File: config.mk
export PLATFORM = sky130hd
export DESIGN_NAME = ext_irq_ctrl
export DESIGN_NICKNAME = d
export VERILOG_FILES = /design/src/rtl/ext_irq_pkg.sv /design/src/rtl/ext_irq_sync.sv /design/src/rtl/ext_irq_sense.sv /design/src/rtl/ext_irq_prio.sv /design/src/rtl/ext_irq_ctrl.sv
export SDC_FILE = /design/constraint.sdc
export NUM_CORES = 1
export LEC_CHECK = 0
export BUFFER_PORTS_ARGS = -buffer_cell sky130_fd_sc_hd__clkbuf_2
export CAP_MARGIN = 20
export CELL_PAD_IN_SITES_DETAIL_PLACEMENT = 1
export CELL_PAD_IN_SITES_GLOBAL_PLACEMENT = 2
export CORE_ASPECT_RATIO = 1.2
export CORE_MARGIN = 2
export CORE_UTILIZATION = 34
export CTS_CLUSTER_SIZE = 20
export DETAILED_ROUTE_END_ITERATION = 6
export PLACE_DENSITY = 0.94
export SETUP_SLACK_MARGIN = 0.05
export SLEW_MARGIN = 20
export SYNTH_ARGS = -nofsm -noshare
export SYNTH_HDL_FRONTEND = slang
export SYNTH_SLANG_ARGS = --single-unit
File: constraint.sdc
create_clock -name clk -period 4.55 [get_ports clk]
set_input_delay 0.2275 -clock clk [delete_from_list [all_inputs] [get_ports clk]]
set_output_delay 0.2275 -clock clk [all_outputs]
set_load 0.01 [all_outputs]
File: src/rtl/ext_irq_pkg.sv
package ext_irq_pkg;

    typedef enum logic [1:0] {
        SENSE_LOW  = 2'b00,
        SENSE_ANY  = 2'b01,
        SENSE_FALL = 2'b10,
        SENSE_RISE = 2'b11
    } sense_e;

    typedef struct packed {
        logic rise;
        logic fall;
        logic low;
    } line_view_t;

    // Edge event for one line under its sense setting.
    function automatic logic edge_hit(input sense_e m, input line_view_t v,
                                      input logic any_ok);
        case (m)
            SENSE_RISE: return v.rise;
            SENSE_FALL: return v.fall;
            SENSE_ANY:  return any_ok & (v.rise | v.fall);
            default:    return 1'b0;
        endcase
    endfunction

    // Level request for one line under its sense setting.
    function automatic logic level_hit(input sense_e m, input line_view_t v);
        return (m == SENSE_LOW) & v.low;
    endfunction

endpackage

File: src/rtl/ext_irq_sync.sv
module ext_irq_sync #(
    parameter int N      = 8,
    parameter int STAGES = 2
) (
    input  logic         clk,
    input  logic         rst,
    input  logic [N-1:0] pin,
    output logic [N-1:0] synced,
    output logic [N-1:0] prev
);
    localparam int DEPTH = STAGES + 1;

    logic [N-1:0] chain [DEPTH];

    always_ff @(posedge clk) begin
        if (rst) begin
            for (int s = 0; s < DEPTH; s++) chain[s] <= '1;
        end else begin
            chain[0] <= pin;
            for (int s = 1; s < DEPTH; s++) chain[s] <= chain[s-1];
        end
    end

    assign synced = chain[STAGES-1];
    assign prev   = chain[STAGES];
endmodule

File: src/rtl/ext_irq_sense.sv
module ext_irq_sense
    import ext_irq_pkg::*;
#(
    parameter int N        = 8,
    parameter int ANY_FROM = 4
) (
    input  logic [N-1:0]   synced,
    input  logic [N-1:0]   prev,
    input  logic [2*N-1:0] mode,
    output logic [N-1:0]   trig,
    output logic [N-1:0]   lvl
);
    for (genvar i = 0; i < N; i++) begin : g_line
        localparam logic ANY_OK = (i >= ANY_FROM);
        line_view_t view;
        sense_e     sel;

        assign view.rise = synced[i] & ~prev[i];
        assign view.fall = ~synced[i] & prev[i];
        assign view.low  = ~synced[i];
        assign sel       = sense_e'(mode[2*i +: 2]);

        assign trig[i] = edge_hit(sel, view, ANY_OK);
        assign lvl[i]  = level_hit(sel, view);
    end
endmodule

File: src/rtl/ext_irq_prio.sv
module ext_irq_prio #(
    parameter int N  = 8,
    parameter int IW = $clog2(N)
) (
    input  logic [N-1:0]  elig,
    output logic          any,
    output logic [IW-1:0] idx,
    output logic [N-1:0]  grant
);
    always_comb begin
        logic found;
        found = 1'b0;
        idx   = '0;
        for (int i = 0; i < N; i++) begin
            if (elig[i] && !found) begin
                idx   = IW'(i);
                found = 1'b1;
            end
        end
        any   = |elig;
        grant = elig & (~elig + N'(1));
    end
endmodule

File: src/rtl/ext_irq_ctrl.sv
module ext_irq_ctrl
    import ext_irq_pkg::*;
#(
    parameter int N_LINES     = 8,
    parameter int ANY_FROM    = 4,
    parameter int SYNC_STAGES = 2,
    parameter int VW          = $clog2(N_LINES)
) (
    input  logic                   clk,
    input  logic                   rst,
    input  logic [N_LINES-1:0]     pin_in,
    input  logic                   mode_wr,
    input  logic [2*N_LINES-1:0]   mode_wdata,
    input  logic                   mask_wr,
    input  logic [N_LINES-1:0]     mask_wdata,
    input  logic                   flag_clr,
    input  logic [N_LINES-1:0]     flag_clr_data,
    input  logic                   gie_set,
    input  logic                   gie_clr,
    input  logic                   irq_ack,
    input  logic                   irq_ret,
    output logic                   irq_req,
    output logic [VW-1:0]          irq_vec,
    output logic [N_LINES-1:0]     flag_q,
    output logic                   gie_q
);
    logic [2*N_LINES-1:0] mode_r;
    logic [N_LINES-1:0]   mask_r;
    logic [N_LINES-1:0]   flag_r;
    logic                 gie_r;

    logic [N_LINES-1:0]   synced, prev;
    logic [N_LINES-1:0]   trig, lvl_act;
    logic [N_LINES-1:0]   elig, grant;
    logic [N_LINES-1:0]   clr_mask, ack_mask;
    logic                 any_elig, ack_hit, gie_nx;
    logic [VW-1:0]        win_idx;

    ext_irq_sync #(.N(N_LINES), .STAGES(SYNC_STAGES)) u_sync (
        .clk    (clk),
        .rst    (rst),
        .pin    (pin_in),
        .synced (synced),
        .prev   (prev)
    );

    ext_irq_sense #(.N(N_LINES), .ANY_FROM(ANY_FROM)) u_sense (
        .synced (synced),
        .prev   (prev),
        .mode   (mode_r),
        .trig   (trig),
        .lvl    (lvl_act)
    );

    assign elig = (flag_r | lvl_act) & mask_r & {N_LINES{gie_r}};

    ext_irq_prio #(.N(N_LINES), .IW(VW)) u_prio (
        .elig  (elig),
        .any   (any_elig),
        .idx   (win_idx),
        .grant (grant)
    );

    assign ack_hit  = irq_ack & any_elig;
    assign clr_mask = flag_clr ? flag_clr_data : '0;
    assign ack_mask = ack_hit ? grant : '0;

    always_comb begin
        gie_nx = gie_r;
        if (gie_set || irq_ret) gie_nx = 1'b1;
        if (gie_clr || ack_hit) gie_nx = 1'b0;
    end

    always_ff @(posedge clk) begin
        if (rst) begin
            mode_r <= '0;
            mask_r <= '0;
            flag_r <= '0;
            gie_r  <= 1'b0;
        end else begin
            if (mode_wr) mode_r <= mode_wdata;
            if (mask_wr) mask_r <= mask_wdata;
            flag_r <= (flag_r & ~clr_mask & ~ack_mask) | trig;
            gie_r  <= gie_nx;
        end
    end

    assign irq_req = any_elig;
    assign irq_vec = win_idx;
    assign flag_q  = flag_r;
    assign gie_q   = gie_r;
endmodule

=== After elaboration in Yosys (flattened, before gate mapping) ===
Memory sizes are Yosys's and may differ from the RTL's.
Cells that the tools add are included.

* Muxes and demuxes: 30
* Bitwise operators: 58
* Reduce and logical (&&, ||, !) cells: 26
* Add/sub/neg operators: 1
* Eq/ne operators: 20

{| class="wikitable"
|+ Operators by type and width
! cell !! count
|-
| $and 8x8->8 || 5
|-
| $mux 8 || 5
|-
| $eq 2x2->1 const B || 16
|-
| $and 1x1->1 || 25
|-
| $not 8->8 || 3
|-
| $logic_not 2->1 || 8
|-
| $not 1->1 || 16
|-
| $or 8x8->8 || 2
|-
| $mux 3 || 4
|-
| $pmux 1 s3 || 4
|-
| $mux 1 || 11
|-
| $add 8x1->8 const B || 1
|-
| $eq 2x1->1 const B || 4
|-
| $pmux 1 s2 || 4
|-
| $reduce_or 8->1 || 1
|-
| $logic_and 1x1->1 || 7
|-
| $logic_not 1->1 || 7
|-
| $or 1x1->1 || 7
|-
| $mux 2 || 2
|-
| $logic_or 1x1->1 || 2
|-
| $reduce_or 2->1 || 1
|}

* Register bits: 33
* Input bits: 49
* Logic and storage cells: 140
* RAM bits: 24
* Output and inout bits: 13
* Memories kept: 1

{| class="wikitable"
|+ Memories
! name !! words !! bits a word !! rd ports !! clocked after Yosys merged registers in !! wr ports !! RTL line !! source
|-
| u_sync.chain || 3 || 8 || 3 || 0 || 3 || ext_irq_sync.sv:13 || <nowiki>logic [N-1:0] chain [DEPTH];</nowiki>
|}

=== Depth between registers and ports, before layout ===
An unclocked memory read counts as a cell.

* Depth after elaboration: 28
* Depth in mapped cells: 7

=== Modules after synthesis ===
Synthesis repeated with hierarchy kept, for this count alone.

* Cell total of the unflattened synthesis: 263
* Area total of the unflattened synthesis: 2,668.8 sq um

{| class="wikitable"
|+ Modules (own cells, without submodules)
! module !! times used !! cells an instance !! area each (sq um)
|-
| ext_irq_ctrl || 1 || 125 || 1,380.1
|-
| ext_irq_sync || 1 || 66 || 773.2
|-
| ext_irq_sense || 1 || 48 || 362.8
|-
| ext_irq_prio || 1 || 24 || 152.6
|}

=== Worst setup path after synthesis ===
Ideal clock, no wire load.

* Kind: register -> register
* Start: register gie_r (netlist: gie_q)
* End: register gie_r (netlist: gie_q)
* Period minus slack after synthesis: 1,622 ps
* Setup time: 100 ps
* Slack: 2,928 ps
* Arrival: 1,522 ps
* Required time: 4,450 ps
* Stages on the path, launching flop included: 6
* Path through: dfxtp_1 buf_4 o211ai_1 nand2_1 or3_4 a2111oi_4

* Cells in the longest elaborated chain, start to end: 5

{| class="wikitable"
|+ RTL lines
! item !! RTL line !! source
|-
| start: declaration || ext_irq_ctrl.sv:30 || <nowiki>logic gie_r;</nowiki>
|-
| start signal: assignment || ext_irq_ctrl.sv:84 || <nowiki>gie_r <= gie_nx;</nowiki>
|-
| $and 8x8->8 || ext_irq_ctrl.sv:55 || <nowiki>assign elig = (flag_r | lvl_act) & mask_r & {N_LINES{gie_r}};</nowiki>
|-
| $reduce_or 8->1 || ext_irq_prio.sv:20 || <nowiki>any = |elig;</nowiki>
|-
| via irq_req || ext_irq_ctrl.sv:22 || <nowiki>output logic irq_req,</nowiki>
|-
| $and 1x1->1 || ext_irq_ctrl.sv:64 || <nowiki>assign ack_hit = irq_ack & any_elig;</nowiki>
|-
| $logic_or 1x1->1 || ext_irq_ctrl.sv:71 || <nowiki>if (gie_clr || ack_hit) gie_nx = 1'b0;</nowiki>
|-
| $reduce_or 2->1 (no source line) || -- ||
|}

The timed path passes the listed nets, and every way through them passes these cells.
A chain may end at the register's enable or synchronous reset.

=== Worst setup path in the final report ===
* Start: register gie_r (netlist: gie_q)
* End: output port irq_vec[0]

* Cells in the longest elaborated chain, start to end: 23

{| class="wikitable"
|+ RTL lines
! item !! RTL line !! source
|-
| $and 8x8->8 (*) || ext_irq_ctrl.sv:55 ||
|-
| $mux 1 || ext_irq_prio.sv:15 || <nowiki>if (elig[i] && !found) begin</nowiki>
|-
| $logic_not 1->1 || ext_irq_prio.sv:15 ||
|-
| $logic_and 1x1->1 || ext_irq_prio.sv:15 ||
|-
| $mux 1 || ext_irq_prio.sv:15 ||
|-
| $logic_not 1->1 || ext_irq_prio.sv:15 ||
|-
| $logic_and 1x1->1 || ext_irq_prio.sv:15 ||
|-
| $mux 1 || ext_irq_prio.sv:15 ||
|-
| [... 7 more ...] || -- ||
|-
| $logic_and 1x1->1 || ext_irq_prio.sv:15 ||
|-
| $mux 1 || ext_irq_prio.sv:15 ||
|-
| $logic_not 1->1 || ext_irq_prio.sv:15 ||
|-
| $logic_and 1x1->1 || ext_irq_prio.sv:15 ||
|-
| $mux 1 || ext_irq_prio.sv:15 ||
|-
| $logic_not 1->1 || ext_irq_prio.sv:15 ||
|-
| $logic_and 1x1->1 || ext_irq_prio.sv:15 ||
|-
| $mux 3 (*) || ext_irq_prio.sv:15 ||
|-
| end: declaration || ext_irq_ctrl.sv:23 || <nowiki>output logic [VW-1:0] irq_vec,</nowiki>
|}

Every way passes the cells marked *; elsewhere a longest branch is shown, timed or not.

==> results_dict.tcl <==
set metrics [dict create \
    outcome "finished, final reports clean" \
    syn_to_final_growth_pct 22.4 \
    maxSlewHeadroom_pct 54.0 \
    io_buffers 61 \
    setup_ws_ps 2260 \
    antennaDiodeCount 0 \
    whs_ps 70.1 \
    fin_skew_ps 3.91 \
    clk_latency_ps 340 \
    rsz0062_at_grt "false" \
    cts_setup_buffers 0 \
    via_count 1996 \
    hold_path_class "primary input to flip-flop" \
    avgRoutedWirePerCell_um 14.1 \
    cts_tree "done" \
    drive_gt1_share_pct 34.4 \
    final_nets 375 \
    cellPowerDensity_nw_per_um2 351 \
    leakage_uw 0.00142 \
    rows 33 \
    yosys_warnings 0 \
    arrival_ps 2070 \
    period_share_pct 50.4 \
    tns_ps 0 \
    p_sw_uw 258 \
    syn_avg_cell_area_um2 9.55 \
    final_cell_mix "clkbuf_2, dfxtp_1, nor2_1" \
    setup_violations 0 \
    fmax_mhz 436 \
    pre_cts_slack_ps 2630 \
    postCtsResizedCells 0 \
    routabilityCongestion 0.857 \
    hpwl_um 4330 \
    place_inst 394 \
    gr-usage-all-layers_pct 16.0 \
    fin_crit_ps 2290 \
    clk_pin_slew_ps 60 \
    cp-end-kind "output pin" \
    switching_share_pct 24.6 \
    synth_area_um2 2440 \
    seq_power_share_pct 51.8 \
    vias_per_cell 4.87 \
    irDropWorstVdd_v 0.000161 \
    synth_nets 313 \
    max-cap-violations 0 \
    stdcell_count 410 \
    grt.overflow.total 0 \
    cts_sinks 57 \
    grt_max_degree 59 \
    grt_first_pass_wirelength_um 9610 \
    cpMaxStageDelayCell "dfxtp_1" \
    die_x_um 81.4 \
    critPathLaunchType "flip-flop" \
    ys_seq_area_share_pct 46.7 \
    start_util_pct 35.5 \
    comb_power_share_pct 8.7 \
    antenna_left 0 \
    hold_viol_final 0 \
    cts_hold_buf 0 \
    layout_commonest_cell "clkbuf_2" \
    grt_antenna_before_repair 0 \
    synth_cell_types 37 \
    finalMaxSlewViolations 0 \
    drt_pass1_iterations 4 \
    grt_pass1_vias 2118 \
    clockPowerShare_pct 39.5 \
    core_area_um2 6900 \
    intPower_uw 793 \
    crit_type "flip-flop to output pin" \
    slowest_delay_ps 760 \
    path_cells "o211ai_1 > nor4_1 > a31o_2 > clkbuf_2" \
    required_ps 4320 \
    drt_iter0_drc 66 \
    die_y_um 96.9 \
    clockBufferDepth 2 \
    root_buffer "clkbuf_8" \
    ys_ff_latch 57 \
    htreeDepth 3 \
    worstPathMaxFanout 12 \
    die_area_um2 7890 \
    synthCells 256 \
    tightest_slew_ps 689 \
    drc 0 \
    drt-total-wl_um 5780 \
    numCtsBuffers 9 \
    ios 62 \
]
power by group through the flow:
stage                     clock network, uW  registers (uW)  logic [uW]
after global routing                    450             549         104
after global placement                    0             554        90.2
final                                   415             545        91.9
after detailed placement                  0             556        94.0
after CTS                               432             545        94.6
after floorplan                           0             549        57.3
worst paths after layout:
check,startpoint,endpoint,slack [ps],cells past startpoint
hold reg to reg,u_sync.chain[0][4],u_sync.chain[0][12],410,1
setup / recovery,gie_q,irq_vec[0],2260,4
setup reg to reg,gie_q,flag_q[5],2760,4
hold / removal,pin_in[2],u_sync.chain[0][2],70,2
synthesized netlist by cell type:
cell       number  area (um2)
nor2_1         32         120
o211a_1         1        10.0
nand2_1        28         105
or2b_1          1        7.51
inv_1           9        33.8
buf_1           2        7.51
buf_4           1        7.51
a21boi_0        1        7.51
nand2b_1        1        6.26
nand3b_1        2        15.0
buf_2           2        10.0
o211ai_1        5        37.5
o311ai_0        2        17.5
mux2_2          1        11.3
ha_1            8         100
a311oi_1        1        8.76
nor3_2          1        10.0
o21ai_0         6        30.0
clkbuf_1        6        22.5
or3_4           1        11.3
dfxtp_1        57        1140
a21oi_1        11        55.1
nor4_1          2        12.5
a32oi_1         1        8.76
nand4_4         1        21.3
o21ai_1         1        5.00
a31o_2          1        8.76
nor3b_1         2        15.0
a2111oi_4       1        27.5
and2_1          1        6.26
a31oi_1         1        6.26
nor3_1          9        45.0
or2_2          24         150
o211ai_4        4        85.1
o211ai_2        1        12.5
mux2i_1        25         250
nand3_1         3        15.0
cells by family after synthesis:
kind of cell,after synthesis,share of synthesized area (%)
simple gates,108,22.1
flops,57,46.7
fa+ha+maj,8,4.09
compound gates,37,13.1
buf+inv,20,3.33
mux,26,10.7
final cells by class:
| class | count | area, um2 |
|---|---|---|
| Clock buffer | 13 | 159 |
| Clock inverter | 3 | 15.0 |
| Fill cell | 820 | 3900 |
| Inverter | 9 | 33.8 |
| Multi-Input combinational cell | 179 | 1220 |
| Sequential cell | 57 | 1140 |
| Tap cell | 87 | 109 |
| Timing Repair Buffer | 62 | 313 |
through the flow:
stage                     utilization [%]  cell area [um2]  total power, uW
after detailed placement             40.9             2820              650
after floorplan                         -             2440              607
after global routing                 43.4             2990             1100
after CTS                            43.4             2990             1070
final                                43.4             2990             1050
after global placement               40.9             2820              644
sequential cells by signal, summed over array words and instances, names as in the netlist:
| register | flops |
|---|---|
| u_sync.chain | 24 |
| gie_q | 1 |
| mode_r | 16 |
| mask_r | 8 |
| flag_q | 8 |
layer usage:
layer | wire length (um) | GRT usage [%]
met4 | 195 | 9.26
met1 | 2390 | 17.8
met5 | 0 | 0
met3 | 307 | 4.38
met2 | 2890 | 26.7
critical path: cells and delay by family (launching register included):
kind	cells	cell delay (ps)
AO/OA/AOI/OAI	2	440
flip-flops	1	760
buffers and inverters	1	130
AND/OR/NAND/NOR	1	400
Power figures use the tool's default switching activity.
